$ cat src/rtl/kbw_pkg.sv
package kbw_pkg;

    typedef enum logic [1:0] {
        PWR_RUN     = 2'b00,
        PWR_IDLE    = 2'b01,
        PWR_STANDBY = 2'b10,
        PWR_RSVD    = 2'b11
    } pwr_e;

    localparam int SRC_KEY = 0;

endpackage

$ cat src/rtl/kbw_sync.sv
module kbw_sync #(
    parameter int W      = 1,
    parameter int STAGES = 2
) (
    input  logic         clk,
    input  logic         rst,
    input  logic [W-1:0] din,
    output logic [W-1:0] dout
);

    logic [STAGES-1:0][W-1:0] ff_d, ff_q;

    always_comb begin
        ff_d[0] = din;
        for (int i = 1; i < STAGES; i++) begin
            ff_d[i] = ff_q[i-1];
        end
    end

    always_ff @(posedge clk) begin
        if (rst) ff_q <= '0;
        else     ff_q <= ff_d;
    end

    assign dout = ff_q[STAGES-1];

endmodule

$ cat src/rtl/kbw_deglitch.sv
module kbw_deglitch (
    input  logic clk,
    input  logic rst,
    input  logic sample_en,
    input  logic din,
    output logic level
);

    typedef struct packed {
        logic prev;
        logic level;
    } flt_t;

    flt_t flt_d, flt_q;

    always_comb begin
        flt_d = flt_q;
        if (sample_en) begin
            flt_d.prev = din;
            if (din && flt_q.prev)        flt_d.level = 1'b1;
            else if (!din && !flt_q.prev) flt_d.level = 1'b0;
        end
    end

    always_ff @(posedge clk) begin
        if (rst) flt_q <= '0;
        else     flt_q <= flt_d;
    end

    assign level = flt_q.level;

    // the filtered level only moves on a sampling strobe
    a_r7_moves_on_tick: assert property (@(posedge clk) disable iff (rst)
        (flt_q.level != $past(flt_q.level)) |-> $past(sample_en));

endmodule

$ cat src/rtl/kbw_key_merge.sv
module kbw_key_merge #(
    parameter int KEY_W = 8,
    parameter int LOW_W = 6
) (
    input  logic [KEY_W-1:0]       keys,
    input  logic                   six_mode,
    output logic                   any_key,
    output logic [KEY_W-LOW_W-1:0] gpio
);

    localparam int HI_W = KEY_W - LOW_W;

    logic [KEY_W-1:0] active_mask;

    generate
        for (genvar g = 0; g < KEY_W; g++) begin : g_col
            if (g < LOW_W) begin : g_low
                assign active_mask[g] = 1'b1;
            end else begin : g_high
                assign active_mask[g] = !six_mode;
            end
        end
    endgenerate

    assign any_key = |(keys & active_mask);
    assign gpio    = six_mode ? keys[KEY_W-1:LOW_W] : {HI_W{1'b0}};

endmodule

$ cat src/rtl/kbwake_irq.sv
module kbwake_irq
    import kbw_pkg::*;
#(
    parameter int KEY_W       = 8,
    parameter int KEY_LOW_W   = 6,
    parameter int EXT_N       = 2,
    parameter int SYNC_STAGES = 2
) (
    input  logic                       clk,
    input  logic                       rst,
    input  logic [KEY_W-1:0]           key_cols,
    input  logic                       direct_wake_en,
    input  logic                       six_col_mode,
    input  logic [EXT_N+2:0]           irq_mask,
    input  logic                       fiq_pin,
    input  logic [EXT_N-1:0]           ext_irq_pin,
    input  logic                       media_pin,
    input  logic                       tick_16k,
    input  logic [1:0]                 pwr_state,
    output logic                       wake_req,
    output logic                       irq_req,
    output logic                       fiq_req,
    output logic [EXT_N+2:0]           raw_status,
    output logic [KEY_W-KEY_LOW_W-1:0] key_gpio
);

    localparam int NSRC      = EXT_N + 3;
    localparam int IDX_MEDIA = EXT_N + 1;
    localparam int IDX_FIQ   = EXT_N + 2;
    localparam int PIN_W     = KEY_W + EXT_N + 2;

    logic [PIN_W-1:0]       pins_s;
    logic [KEY_W-1:0]       keys_s;
    logic [EXT_N-1:0]       ext_s;
    logic                   media_s;
    logic                   fiq_s;
    logic                   key_any;
    logic                   media_lvl;

    typedef struct packed {
        logic            dw;
        logic            six;
        logic [NSRC-1:0] mask;
        pwr_e            pwr;
        logic [NSRC-1:0] status;
    } st_t;

    st_t st_d, st_q;

    kbw_sync #(.W(PIN_W), .STAGES(SYNC_STAGES)) u_sync (
        .clk  (clk),
        .rst  (rst),
        .din  ({fiq_pin, media_pin, ext_irq_pin, key_cols}),
        .dout (pins_s)
    );

    assign keys_s  = pins_s[KEY_W-1:0];
    assign ext_s   = pins_s[KEY_W+EXT_N-1:KEY_W];
    assign media_s = pins_s[KEY_W+EXT_N];
    assign fiq_s   = pins_s[KEY_W+EXT_N+1];

    kbw_key_merge #(.KEY_W(KEY_W), .LOW_W(KEY_LOW_W)) u_merge (
        .keys     (keys_s),
        .six_mode (st_q.six),
        .any_key  (key_any),
        .gpio     (key_gpio)
    );

    kbw_deglitch u_media (
        .clk       (clk),
        .rst       (rst),
        .sample_en (tick_16k),
        .din       (media_s),
        .level     (media_lvl)
    );

    always_comb begin
        st_d        = st_q;
        st_d.dw     = direct_wake_en;
        st_d.six    = six_col_mode;
        st_d.mask   = irq_mask;
        st_d.pwr    = pwr_e'(pwr_state);
        st_d.status = {fiq_s, media_lvl, ext_s, key_any};
    end

    always_ff @(posedge clk) begin
        if (rst) st_q <= '0;
        else     st_q <= st_d;
    end

    logic [NSRC-1:0] masked;
    logic            low_power;

    assign masked     = st_q.status & st_q.mask;
    assign low_power  = (st_q.pwr == PWR_IDLE) || (st_q.pwr == PWR_STANDBY);
    assign irq_req    = |masked[IDX_MEDIA:0];
    assign fiq_req    = masked[IDX_FIQ];
    assign wake_req   = low_power && ((|masked) || (st_q.dw && st_q.status[SRC_KEY]));
    assign raw_status = st_q.status;

    // no wake request while running
    a_r9_wake_lowpower: assert property (@(posedge clk) disable iff (rst)
        wake_req |-> (st_q.pwr == PWR_IDLE || st_q.pwr == PWR_STANDBY));

    // direct-wake keypress in low power always wakes
    a_r2_direct_wake: assert property (@(posedge clk) disable iff (rst)
        (st_q.dw && raw_status[SRC_KEY] && low_power) |-> wake_req);

    // fast request needs its own status bit
    a_r8_fiq_source: assert property (@(posedge clk) disable iff (rst)
        fiq_req |-> raw_status[IDX_FIQ]);

    // normal request needs some normal status bit
    a_r8_irq_source: assert property (@(posedge clk) disable iff (rst)
        irq_req |-> (|raw_status[IDX_MEDIA:0]));

    // general-purpose outputs idle in eight-column mode
    a_r5_gpio_idle: assert property (@(posedge clk) disable iff (rst)
        !st_q.six |-> (key_gpio == '0));

    // media status follows a strobe two edges earlier
    a_r7_media_tick: assert property (@(posedge clk) disable iff (rst)
        $rose(raw_status[IDX_MEDIA]) |-> $past(tick_16k, 2));

    // reset leaves status clear
    a_r10_reset_clear: assert property (@(posedge clk)
        $past(rst) |-> (raw_status == '0 && !wake_req && !irq_req && !fiq_req));

endmodule

$ cat config.mk
export PLATFORM = sky130hd
export DESIGN_NAME = kbwake_irq
export DESIGN_NICKNAME = d
export VERILOG_FILES = /design/src/rtl/kbw_pkg.sv /design/src/rtl/kbw_sync.sv /design/src/rtl/kbw_deglitch.sv /design/src/rtl/kbw_key_merge.sv /design/src/rtl/kbwake_irq.sv
export SDC_FILE = /design/constraint.sdc
export NUM_CORES = 1
export LEC_CHECK = 0
export ABC_AREA = 1
export BUFFER_PORTS_ARGS = -buffer_cell sky130_fd_sc_hd__buf_4
export CORE_AREA = 2 2 76 78
export CTS_CLUSTER_SIZE = 28
export DETAILED_ROUTE_END_ITERATION = 7
export DIE_AREA = 0 0 78 80
export PLACE_DENSITY = 0.55
export SLEW_MARGIN = 10
export SYNTH_ARGS = -nofsm -noshare
export SYNTH_HDL_FRONTEND = slang
export SYNTH_SLANG_ARGS = --single-unit
export TNS_END_PERCENT = 30
$ cat constraint.sdc
create_clock -name clk -period 1.25 [get_ports clk]
set_input_delay 0.25 -clock clk [delete_from_list [all_inputs] [get_ports clk]]
set_output_delay 0.25 -clock clk [all_outputs]
set_load 0.02 [all_outputs]
==> implementation parameters, run 1 <==
Parameter                              Value

Worst setup path
  R2R Path End ... u_media.level
  Biggest fanout along the worst timing path ... 2
  Critical Path AT ... between 1 and 1.5 ns
  Register-to-register path setup slack ... ~0.28 ns
  Sort of element at the start of the critical path ... flip-flop
  Start-to-end type of the worst setup path ... reg2out
  Worst reg2reg path startpoint ... u_media.flt_q[1]
  Critical path endpoint category ... output pin
  CP Launch Point ... raw_status[3]
  Required @ worst endpoint ... 1.00 ns
  Worst-case reg-to-reg path depth ... 5

Clocking
  Clock Latency Late Sink ... 0.29 ns
  CTS H-tree lvls ... 2
  Library cell used as clock root buffer ... sky130_fd_sc_hd__clkbuf_8
  Bufs on Longest Clock Path ... 2
  Clock transition at the registers of the reported paths ... 0.07 ns
  Number of hold buffers added after cts ... 0
  TritonCTS Buffers ... 5
  Count of clock tree sinks ... 40
  Clock tree from TritonCTS ... yes

Worst hold path
  Path type of the worst min-delay path ... in2reg
  Hold depth ... 2
  Launch instance of the worst min-delay path ... tick_16k
  Hold Crit Endpoint ... u_media.flt_q[1]

Global routing
  Number of antenna violations at the first check in global routing ... 0
  Largest net degree at the start of global routing ... 41
  Global-route wire length before repair ... around 3.3 mm
  Remaining Overflow, GRT ... 0
  Via count of the first global-routing pass ... 837
  Overall track demand over capacity in global routing ... 0.0701

Logic synthesis
  Number of enable flip-flop cells after synthesis ... 0
  Netlist Area Pre-Place ... 1300 um^2
  Cells after synthesis ... about 160
  Proportion of netlist area held by the largest area contributor ... 0.617
  Most instantiated library cell after synthesis ... sky130_fd_sc_hd__nor2_1
  Nets in the synthesized netlist ... about 180
  Top flip-flop cell by instance count after synthesis ... sky130_fd_sc_hd__dfxtp_1
  Synth area leader ... sky130_fd_sc_hd__dfxtp_1
  Leading cell types by total area after synthesis ... sky130_fd_sc_hd__dfxtp_1 (62%), sky130_fd_sc_hd__nor2_1 (13%), sky130_fd_sc_hd__inv_1 (13%), sky130_fd_sc_hd__nand2_1 (3.5%), sky130_fd_sc_hd__buf_4 (2.9%)
  Number of warnings reported in the yosys synthesis log ... 0
  Flops & latches, synth ... 40
  Share of async-settable or async-resettable flops after synthesis ... 0
  Number of distinct library cells after synthesis ... 13
  Sequential fraction of the synthesis area ... 0.617
  Avg Synthesized Cell Area ... roughly 8.2 um^2
  Leading cell types by count after synthesis ... sky130_fd_sc_hd__nor2_1 (46), sky130_fd_sc_hd__inv_1 (44), sky130_fd_sc_hd__dfxtp_1 (40)

Timing
  Max Transition Viols Final ... 0
  Transition at the pin with the smallest max-transition slack ... 0.401 ns
  Worst path setup slack after routing ... -0.0470 ns
  Time the final worst path needs with I/O delays and setup ... approximately 1.3 ns
  RSZ-0062 raised after global routing ... true
  Endpoints failing setup ... 2
  Worst-case clock skew ... 0.00767 ns
  Period utilization ... 1.04
  Worst-case headroom to the max-slew limit ... 0.733
  Highest Clock Rate ... about 0.77 GHz
  Worst slack on hold paths ... approximately 0.16 ns
  Number of endpoints with negative hold slack in the final report ... 0

Floorplan
  Initial Util ... 0.240
  Total I/O pin count ... 34
  Standard cell core area ... approximately 5400 um^2
  Std cell rows ... 27
  Vertical die dimension ... approximately 80 um
  X dimension of the die ... just under 80 um
  Die outline area ... roughly 6200 um^2

Pwr
  Leak pwr ... between 0.8 and 0.9 nW
  Largest voltage drop on the vdd net ... ~560 uV
  Cell area power density ... around 1500 nW/um^2

Layout
  Share of layout cells above drive strength 1 ... 0.272
  Number of antenna diodes ... 0
  Signed area change from the synthesized netlist to the final layout ... 32.4%
  Post-layout nets ... between 200 and 250
  Final Core Density ... 0.318

Route
  Wire per inst ... ~7 um
  Drt total wl ... about 1.9 mm
  Total via count in the routed design ... 894
  Vias per inst ... around 3.4
  Post-DRT Antenna Nets ... 0
  First-pass iteration count of the detailed router ... 4
  Initial DRC Count ... 21
  Number of design rule violations left after detail routing ... 0

Run
  Max-cap violations ... 0

Place
  PortBufs ... 33
  Placed wire-length estimate ... between 1 and 1.5 mm
  GP Congestion ... just over 0.6

Status
  Outcome ... complete, but fails checks
  Failing checks ... setup timing
-- final cells by class --
type | count | area, um^2
Timing Repair Buffer | 34 | 259
Clock buffer | 6 | 72.6
Inverter | 44 | 165
Sequential cell | 40 | 807
Tap cell | 72 | 90.1
Fill cell | 594 | 3690
Clock inverter | 2 | 35.0
Multi-Input combinational cell | 65 | 290
-- what timing repair did --
item | in CTS | in global routing
setup endpoints to repair | 2 | 2
setup buffers | 1 | 0
pin swaps | 3 | 4
gates resized for setup | 4 | 9
endpoints found under the hold margin | 0 | 0
-- cell usage in the layout, fill, tap and decap left out, drive strengths merged --
cell type / synthesis / final
a211oi: 1 / 1
a21oi: 2 / 2
buf: 9 / 34
bufinv: 0 / 1
nand3: 1 / 1
nand2: 12 / 12
dfxtp: 40 / 40
ha: 1 / 1
o21bai: 1 / 1
inv: 44 / 44
nor2: 46 / 46
xnor2: 1 / 1
clkbuf: 0 / 6
clkinv: 0 / 1
-- cells by family after synthesis --
logic type      share of synthesized area
flops                               0.617
xor+xnor                          0.00674
simple gates                        0.171
compound gates                     0.0193
buf+inv                             0.176
fa+ha+maj                         0.00963
-- state kept, by name, indices dropped and copies added, names as in the netlist --
register	flops
st_q	9
u_media.level	1
u_media.flt_q	1
u_sync.dout	12
raw_status	5
u_sync.ff_d	12
-- per-stage QoR --
| step | power (mW) | instances | instance area (um^2) | worst slack, ns | setup TNS (ns) |
|---|---|---|---|---|---|
| 4_1_cts | 2.60 | 263 | 1700 | -0.0948 | -0.144 |
| 3_3_place_gp | 1.57 | 254 | 1570 | 0.241 | 0 |
| 6_report | 2.55 | 263 | 1720 | -0.0470 | -0.0629 |
| 3_5_place_dp | 1.58 | 254 | 1570 | 0.227 | 0 |
| 5_1_grt | 2.69 | 263 | 1720 | -0.144 | -0.253 |
| 2_1_floorplan | 1.50 | 158 | 1300 | 0.183 | 0 |
-- critical path: stages (launching register included) --
cell	delay (ns)
sky130_fd_sc_hd__dfxtp_2	0.33
sky130_fd_sc_hd__nand2_2	0.06
sky130_fd_sc_hd__nand2_2	0.06
sky130_fd_sc_hd__nor2_4	0.11
sky130_fd_sc_hd__a21oi_2	0.05
sky130_fd_sc_hd__buf_4	0.15
-- per-layer routing --
layer / wire, um / track usage / vias up / part of all wire
li1: - / - / 491 / -
met1: 853 / 0.0713 / 370 / 0.45
met2: 840 / 0.115 / 28 / 0.45
met3: 152 / 0.0328 / 5 / 0.081
met4: 36 / 0.0474 / 0 / 0.019
met5: 0 / 0 / - / 0
-- how the worst max path moves through the flow --
| stage | end | slack [ns] | cells past startpoint |
|---|---|---|---|
| 3_3_place_gp | wake_req | 0.24 | 5 |
| 2_1_floorplan | wake_req | 0.18 | 4 |
| 3_5_place_dp | wake_req | 0.23 | 5 |
| 6_report | wake_req | -0.05 | 5 |
| 5_1_grt | wake_req | -0.14 | 5 |
| 4_1_cts | wake_req | -0.09 | 5 |
-- power by group --
part	switching [mW]	internal [mW]	leakage, nW
combinational	0.0933	0.101	0.511
sequential	0.0212	1.34	0.333
clock	0.403	0.592	0.0552
total	0.518	2.03	0.899
Power figures use the tool's default switching activity.
==> run 2, diff against run 1 <==
- ABC_AREA: 1 -> 0
- BUFFER_PORTS_ARGS: -buffer_cell sky130_fd_sc_hd__buf_4 -> default
- CORE_AREA: 2 2 76 78 -> 2 2 73 75
- DIE_AREA: 0 0 78 80 -> 0 0 75 77
- DONT_BUFFER_PORTS: default -> 1
- PLACE_DENSITY: 0.55 -> 0.5
==> run 2 against run 1 <==
Compared with the run above:
- sequential power about the same
- flip-flop and latch count stayed put
- total power down 4.1%
- wire length fell by 2.3%
- via count fell by 28%
- the flow still finishes with violations (setup timing)
==> implementation parameters, run 2 <==
Parameter                              Value

Status
  Outcome ... complete, but fails checks
  Failing checks ... setup timing

Route
  Post-DRT Antenna Nets ... 0 (unchanged)
  Drt total wl ... 1.84 mm (-2.3%)
  Vias per inst ... 3.55 (+4.4%)
  First-pass iteration count of the detailed router ... 2 (-2)
  Initial DRC Count ... 4 (-81%)
  Total via count in the routed design ... 646 (-28%)
  Number of design rule violations left after detail routing ... 0 (unchanged)
  Wire per inst ... 10.1 um (+41%)

Logic synthesis
  Number of warnings reported in the yosys synthesis log ... 0 (unchanged)
  Leading cell types by count after synthesis ... sky130_fd_sc_hd__dfxtp_1 (40), sky130_fd_sc_hd__nor2b_1 (37), sky130_fd_sc_hd__buf_4 (5)
  Number of enable flip-flop cells after synthesis ... 0 (unchanged)
  Nets in the synthesized netlist ... 130 (-29%)
  Flops & latches, synth ... 40 (unchanged)
  Top flip-flop cell by instance count after synthesis ... sky130_fd_sc_hd__dfxtp_1
  Proportion of netlist area held by the largest area contributor ... 0.657 (+0.0405)
  Cells after synthesis ... 105 (-34%)
  Avg Synthesized Cell Area ... 11.6 um^2 (+41%)
  Most instantiated library cell after synthesis ... sky130_fd_sc_hd__dfxtp_1
  Leading cell types by total area after synthesis ... sky130_fd_sc_hd__dfxtp_1 (66%), sky130_fd_sc_hd__nor2b_1 (19%), sky130_fd_sc_hd__buf_4 (3.1%), sky130_fd_sc_hd__buf_2 (1.6%), sky130_fd_sc_hd__mux2i_1 (1.6%)
  Netlist Area Pre-Place ... 1220 um^2 (-6.2%)
  Number of distinct library cells after synthesis ... 16 (+3)
  Share of async-settable or async-resettable flops after synthesis ... 0 (unchanged)
  Synth area leader ... sky130_fd_sc_hd__dfxtp_1
  Sequential fraction of the synthesis area ... 0.657 (+0.0405)

Worst setup path
  CP Cell Sequence ... and2_4 -> a21oi_2 -> a31oi_2 -> buf_4
  Critical path endpoint category ... output pin
  Biggest fanout along the worst timing path ... 2 (unchanged)
  Register-to-register path setup slack ... 0.13 ns (-0.15 ns)
  Sort of element at the start of the critical path ... flip-flop
  R2R Path End ... u_media.level
  Start-to-end type of the worst setup path ... reg2out
  Worst-case reg-to-reg path depth ... 4 (-1)
  Cell class contributing the biggest share of worst-path delay ... flip-flops
  Required @ worst endpoint ... 1.00 ns (about the same)
  Critical Path AT ... 1.11 ns (+0.06 ns)
  Critical-path cell with the highest stage delay ... sky130_fd_sc_hd__dfxtp_2
  Worst reg2reg path startpoint ... u_media.flt_q[1]
  Stage delay of the slowest cell on the critical path ... 0.32 ns (about the same)
  Crit path buf inv count ... 1 (unchanged)

Layout
  Final-layout fill cell count ... 526 (-11%)
  Final Core Density ... 0.291 (-0.0275)
  Post-Layout Inst Area ... 1450 um^2 (-16%)
  Number of antenna diodes ... 0 (unchanged)
  Area occupied by registers ... 805 um^2 (-0.31%)
  Commonest cells after routing, fill and taps aside ... sky130_fd_sc_hd__nor2b_1 (37), sky130_fd_sc_hd__dfxtp_1 (37), sky130_fd_sc_hd__buf_4 (7)
  Signed area change from the synthesized netlist to the final layout ... 18.7%
  Number of standard cells in the final layout excluding fillers ... 182 (-31%)
  Post-layout nets ... 136 (-37%)
  Share of layout cells above drive strength 1 ... 0.205 (-0.0669)
  Area occupied by multi-input gates ... 383 um^2 (+32%)

Floorplan
  Vertical die dimension ... 77 um (-3.8%)
  Initial Util ... 0.245 (+0.00457)
  Die outline area ... 5780 um^2 (-7.5%)
  Standard cell core area ... 4980 um^2 (-7.9%)
  X dimension of the die ... 75 um (-3.8%)
  Std cell rows ... 26 (-3.7%)
  Total I/O pin count ... 34 (unchanged)

Clocking
  Clock tree from TritonCTS ... yes
  Library cell used as clock root buffer ... sky130_fd_sc_hd__clkbuf_8
  Clock Latency Late Sink ... 0.29 ns (about the same)
  CTS H-tree lvls ... 2 (unchanged)
  Count of clock tree sinks ... 40 (unchanged)
  Number of hold buffers added after cts ... 0 (unchanged)
  TritonCTS Buffers ... 5 (unchanged)
  Clock transition at the registers of the reported paths ... 0.07 ns (about the same)
  Bufs on Longest Clock Path ... 2 (unchanged)

Global routing
  Overall track demand over capacity in global routing ... 0.0736 (+0.00352)
  Largest net degree at the start of global routing ... 41 (unchanged)
  Via count of the first global-routing pass ... 668 (-20%)
  Number of antenna violations at the first check in global routing ... 0 (unchanged)
  Remaining Overflow, GRT ... 0 (unchanged)
  Global-route wire length before repair ... 2.99 mm (-11%)

Timing
  Worst-case clock skew ... 0.00483 ns (-0.00285 ns)
  Number of endpoints with negative hold slack in the final report ... 0 (unchanged)
  Period utilization ... 1.09 (+0.0504)
  Worst path setup slack after routing ... -0.110 ns (-0.0630 ns)
  Max Transition Viols Final ... 0 (unchanged)
  Transition at the pin with the smallest max-transition slack ... 0.244 ns (-0.157 ns)
  Time the final worst path needs with I/O delays and setup ... 1.36 ns (+0.0630 ns)
  Highest Clock Rate ... 0.735 GHz (-4.6%)
  Endpoints failing setup ... 2 (unchanged)
  RSZ-0062 raised after global routing ... true
  Worst-case headroom to the max-slew limit ... 0.836 (+0.103)

Pwr
  Largest voltage drop on the vdd net ... 778 uV (+39%)
  Cell Int Power ... 1.98 mW (-2.6%)
  Sw Pwr ... 0.466 mW (-9.9%)
  Leak pwr ... 0.571 nW (-37%)
  Clock network fraction of total power ... 0.409 (+0.019)
  Cell area power density ... 1690 nW/um^2 (+14%)
  Portion of total power attributed to sequential cells ... 0.554 (+0.020)
  Switching power as a share of total power ... 0.191 (-0.0124)
  Final Power ... 2.45 mW (-4.1%)
  Combinational share of power ... 0.037 (-0.039)

Place
  GP Congestion ... 0.579 (-5.5%)
  Placed instance area ... 1310 um^2 (-17%)
  Cell Count Post-Placement ... 173 (-32%)
  PortBufs ... 0 (-100%)

Run
  Max-cap violations ... 0 (unchanged)

Worst hold path
  Hold depth ... 1 (-1)
  Path type of the worst min-delay path ... in2reg
  Launch instance of the worst min-delay path ... rst
  Hold Crit Endpoint ... st_q[12]
run 2: cell types whose count changed in the layout (fill, tap and decap cells not counted), moves of 4 or more:
| cell | previous run | this run |
|---|---|---|
| sky130_fd_sc_hd__nand2_2 | 4 | 0 |
| sky130_fd_sc_hd__nor2_1 | 45 | 3 |
| sky130_fd_sc_hd__nand2_1 | 8 | 1 |
| sky130_fd_sc_hd__inv_1 | 44 | 0 |
| sky130_fd_sc_hd__nor2b_1 | 0 | 37 |
| sky130_fd_sc_hd__buf_4 | 33 | 7 |
run 2: what timing repair did:
item,4_1_cts,5_1_grt
setup buffers,1,0
pin swaps,3,0
gates resized for setup,8,0
endpoints found under the setup margin,2,3
run 2: cell families after synthesis:
| logic type | count (synthesis) | synth area share |
|---|---|---|
| adder cells (fa/ha/maj) | 1 | 0.0103 |
| AND/OR/NAND/NOR | 46 | 0.229 |
| multiplexers | 2 | 0.0164 |
| flip-flops | 40 | 0.657 |
| buffers and inverters | 9 | 0.0472 |
| AO/OA/AOI/OAI | 6 | 0.0328 |
| XOR/XNOR | 1 | 0.00719 |
run 2: per-stage QoR:
| stage | hold slack (ns) | setup WS [ns] | setup TNS (ns) |
|---|---|---|---|
| finish | 0.0230 | -0.110 | -0.121 |
| global route | 0.0000830 | -0.171 | -0.300 |
| CTS | 0.00990 | -0.128 | -0.185 |
| detailed placement | 0.326 | 0.109 | 0 |
| global placement | 0.325 | 0.132 | 0 |
| floorplan | 0.378 | 0.0577 | 0 |
run 2: cell type report:
class | instances | share of cell area
Sequential cell | 40 | 0.556
Multi-Input combinational cell | 56 | 0.265
Tap cell | 70 | 0.0606
Clock buffer | 6 | 0.0502
Timing Repair Buffer | 8 | 0.0441
Clock inverter | 2 | 0.0242
run 2: how the worst max path moves through the flow:
stage,depth (start not counted),to,slack (ns),from
after floorplan,3,wake_req,0.06,raw_status[4]
after global placement,3,wake_req,0.13,raw_status[3]
after detailed placement,3,wake_req,0.11,raw_status[3]
after CTS,4,wake_req,-0.13,st_q[11]
after global routing,4,wake_req,-0.17,st_q[11]
final,4,wake_req,-0.11,st_q[11]
run 2: power by group through the flow:
stage	sequential, mW	clock [mW]	combinational, mW
2_1_floorplan	1.37	0	0.0949
3_3_place_gp	1.38	0	0.0896
4_1_cts	1.35	1.04	0.0932
6_report	1.35	1.00	0.0911
3_5_place_dp	1.38	0	0.0905
5_1_grt	1.36	1.11	0.102
run 2: metal layers:
metal	vias to the layer above	global-route usage	wire length [um]	part of all wire
met4	0	0.0375	40	0.022
met5	-	0	0	0
met3	6	0.0565	227	0.12
met1	280	0.0795	754	0.41
li1	333	-	-	-
met2	27	0.103	815	0.44
==> run 3, diff against run 2 <==
- CTS_BUF_LIST: default -> sky130_fd_sc_hd__clkbuf_4 sky130_fd_sc_hd__clkbuf_8
==> run 3 against run 2 <==
Compared with the run above:
- the run still ends with setup timing left
- clock skew unchanged
- clock-buffer cell count unchanged
- clock power about the same
- sequential share of layout area down 0.14 points
- setup slack about the same
- register-to-register slack about the same
==> implementation parameters, run 3 (synthesized netlist as in run 2, its figures left out) <==
Parameter                              Value

Status
  Outcome ... complete, but fails checks
  Failing checks ... setup timing

Pwr
  Cell area power density ... 1700 nW/um^2 (+0.46%)
  Leak pwr ... 0.574 nW (+0.60%)
  Final Power ... 2.46 mW (+0.72%)
  Largest voltage drop on the vdd net ... 767 uV (-1.5%)

Route
  First-pass iteration count of the detailed router ... 2 (unchanged)
  Post-DRT Antenna Nets ... 0 (unchanged)
  Wire per inst ... 10.0 um (-0.82%)
  Number of design rule violations left after detail routing ... 0 (unchanged)
  Drt total wl ... 1.82 mm (-0.82%)
  Total via count in the routed design ... 644 (-0.31%)
  Initial DRC Count ... 4 (unchanged)
  Vias per inst ... 3.54 (-0.31%)

Timing
  Endpoints failing setup ... 2 (unchanged)
  Worst-case clock skew ... 0.00483 ns (unchanged)
  Worst-case headroom to the max-slew limit ... 0.836 (unchanged)
  Time the final worst path needs with I/O delays and setup ... 1.36 ns (+0.0000280 ns)
  Transition at the pin with the smallest max-transition slack ... 0.244 ns (-0.000000119 ns)
  Max Transition Viols Final ... 0 (unchanged)
  Total negative slack for setup checks ... -0.121 ns (-0.0000540 ns)
  Period utilization ... 1.09 (about the same)
  Worst slack on hold paths ... 0.0255 ns (+0.00247 ns)
  Number of endpoints with negative hold slack in the final report ... 0 (unchanged)
  Highest Clock Rate ... 0.735 GHz (about the same)
  Worst path setup slack after routing ... -0.110 ns (-0.0000280 ns)
  RSZ-0062 raised after global routing ... true

Worst hold path
  Path type of the worst min-delay path ... in2reg
  Hold depth ... 1 (unchanged)

Place
  Placed instance area ... 1310 um^2 (unchanged)
  Setup slack after placement ... 0.109 ns (unchanged)
  GP Congestion ... 0.579 (unchanged)
  PortBufs ... 0 (unchanged)
  Cell Count Post-Placement ... 173 (unchanged)

Global routing
  Via count of the first global-routing pass ... 668 (unchanged)
  Global-route wire length before repair ... 2.99 mm (unchanged)
  Overall track demand over capacity in global routing ... 0.0736 (unchanged)
  Largest net degree at the start of global routing ... 41 (unchanged)
  Remaining Overflow, GRT ... 0 (unchanged)
  Number of antenna violations at the first check in global routing ... 0 (unchanged)

Clocking
  Clock tree from TritonCTS ... yes
  CTS H-tree lvls ... 2 (unchanged)
  Library cell used as clock root buffer ... sky130_fd_sc_hd__clkbuf_8
  Number of hold buffers added after cts ... 0 (unchanged)
  TritonCTS Buffers ... 5 (unchanged)
  Clock Latency Late Sink ... 0.29 ns (about the same)
  Clock transition at the registers of the reported paths ... 0.07 ns (about the same)
  Bufs on Longest Clock Path ... 2 (unchanged)
  Count of clock tree sinks ... 40 (unchanged)

Worst setup path
  Critical-path cell with the highest stage delay ... sky130_fd_sc_hd__dfxtp_2
  Worst-case reg-to-reg path depth ... 4 (unchanged)
  Critical path depth in cells ... 4 (unchanged)
  Stage delay of the slowest cell on the critical path ... 0.32 ns (about the same)
  CP Cell Sequence ... and2_4 -> a21oi_2 -> a31oi_2 -> buf_4
  Sort of element at the start of the critical path ... flip-flop
  Crit path buf inv count ... 1 (unchanged)
  Cell class contributing the biggest share of worst-path delay ... flip-flops
  Critical path endpoint category ... output pin
  Biggest fanout along the worst timing path ... 2 (unchanged)
  Critical Path AT ... 1.11 ns (about the same)
  Required @ worst endpoint ... 1.00 ns (about the same)
  Start-to-end type of the worst setup path ... reg2out

Layout
  Commonest cells after routing, fill and taps aside ... sky130_fd_sc_hd__nor2b_1 (37), sky130_fd_sc_hd__dfxtp_1 (37), sky130_fd_sc_hd__buf_4 (7)
  Number of standard cells in the final layout excluding fillers ... 182 (unchanged)
  Final Core Density ... 0.291 (+0.000754)
  Share of layout cells above drive strength 1 ... 0.214 (+0.00893)
  Number of antenna diodes ... 0 (unchanged)
  Post-Layout Inst Area ... 1450 um^2 (+0.26%)
  Post-layout nets ... 136 (unchanged)
  Final-layout fill cell count ... 522 (-0.76%)
  Signed area change from the synthesized netlist to the final layout ... 19.0%

Floorplan
  Std cell rows ... 26 (unchanged)
  Die outline area ... 5780 um^2 (unchanged)
  Total I/O pin count ... 34 (unchanged)
  Initial Util ... 0.245 (unchanged)
  Standard cell core area ... 4980 um^2 (unchanged)
  Vertical die dimension ... 77 um (unchanged)
  X dimension of the die ... 75 um (unchanged)

Run
  Max-cap violations ... 0 (unchanged)
-- run 3: cell counts in the layout (fill, tap and decap cells not counted) --
Identical to the previous run, type by type.
-- run 3: final timing paths --
path	from	slack [ns]	end
worst max-delay path	st_q[11]	-0.11	wake_req
worst min-delay path	rst	0.03	st_q[12]
worst max register to register	u_media.flt_q[1]	0.13	u_media.level
worst min register to register	u_sync.ff_d[15]	0.44	u_sync.dout[3]
-- run 3: timing repair --
item                                    4_1_cts  5_1_grt
gates resized for setup                       8        0
pin swaps                                     3        0
endpoints found under the hold margin         0        0
buffers inserted                              1        0
endpoints found under the setup margin        2        3
gates cloned                                  0        0
-- run 3: where the power goes --
group | switching [mW] | total (mW) | internal [mW]
Combinational | 0.0375 | 0.0910 | 0.0535
Clock | 0.405 | 1.02 | 0.613
Sequential | 0.0201 | 1.35 | 1.33
Total | 0.462 | 2.46 | 2.00
-- run 3: final cells by class --
class | instances | area, um^2 | area share
Timing Repair Buffer | 8 | 63.8 | 0.0440
Clock inverter | 2 | 35.0 | 0.0242
Tap cell | 70 | 87.6 | 0.0604
Multi-Input combinational cell | 56 | 383 | 0.264
Clock buffer | 6 | 76.3 | 0.0526
Sequential cell | 40 | 805 | 0.555
-- run 3: metal layers --
metal  up-vias  global-route usage  wire (um)
met5         -                   0          0
met4         0              0.0375         40
met3         6              0.0565        227
met2        27               0.103        816
met1       278              0.0795        738
li1        333                   -          -
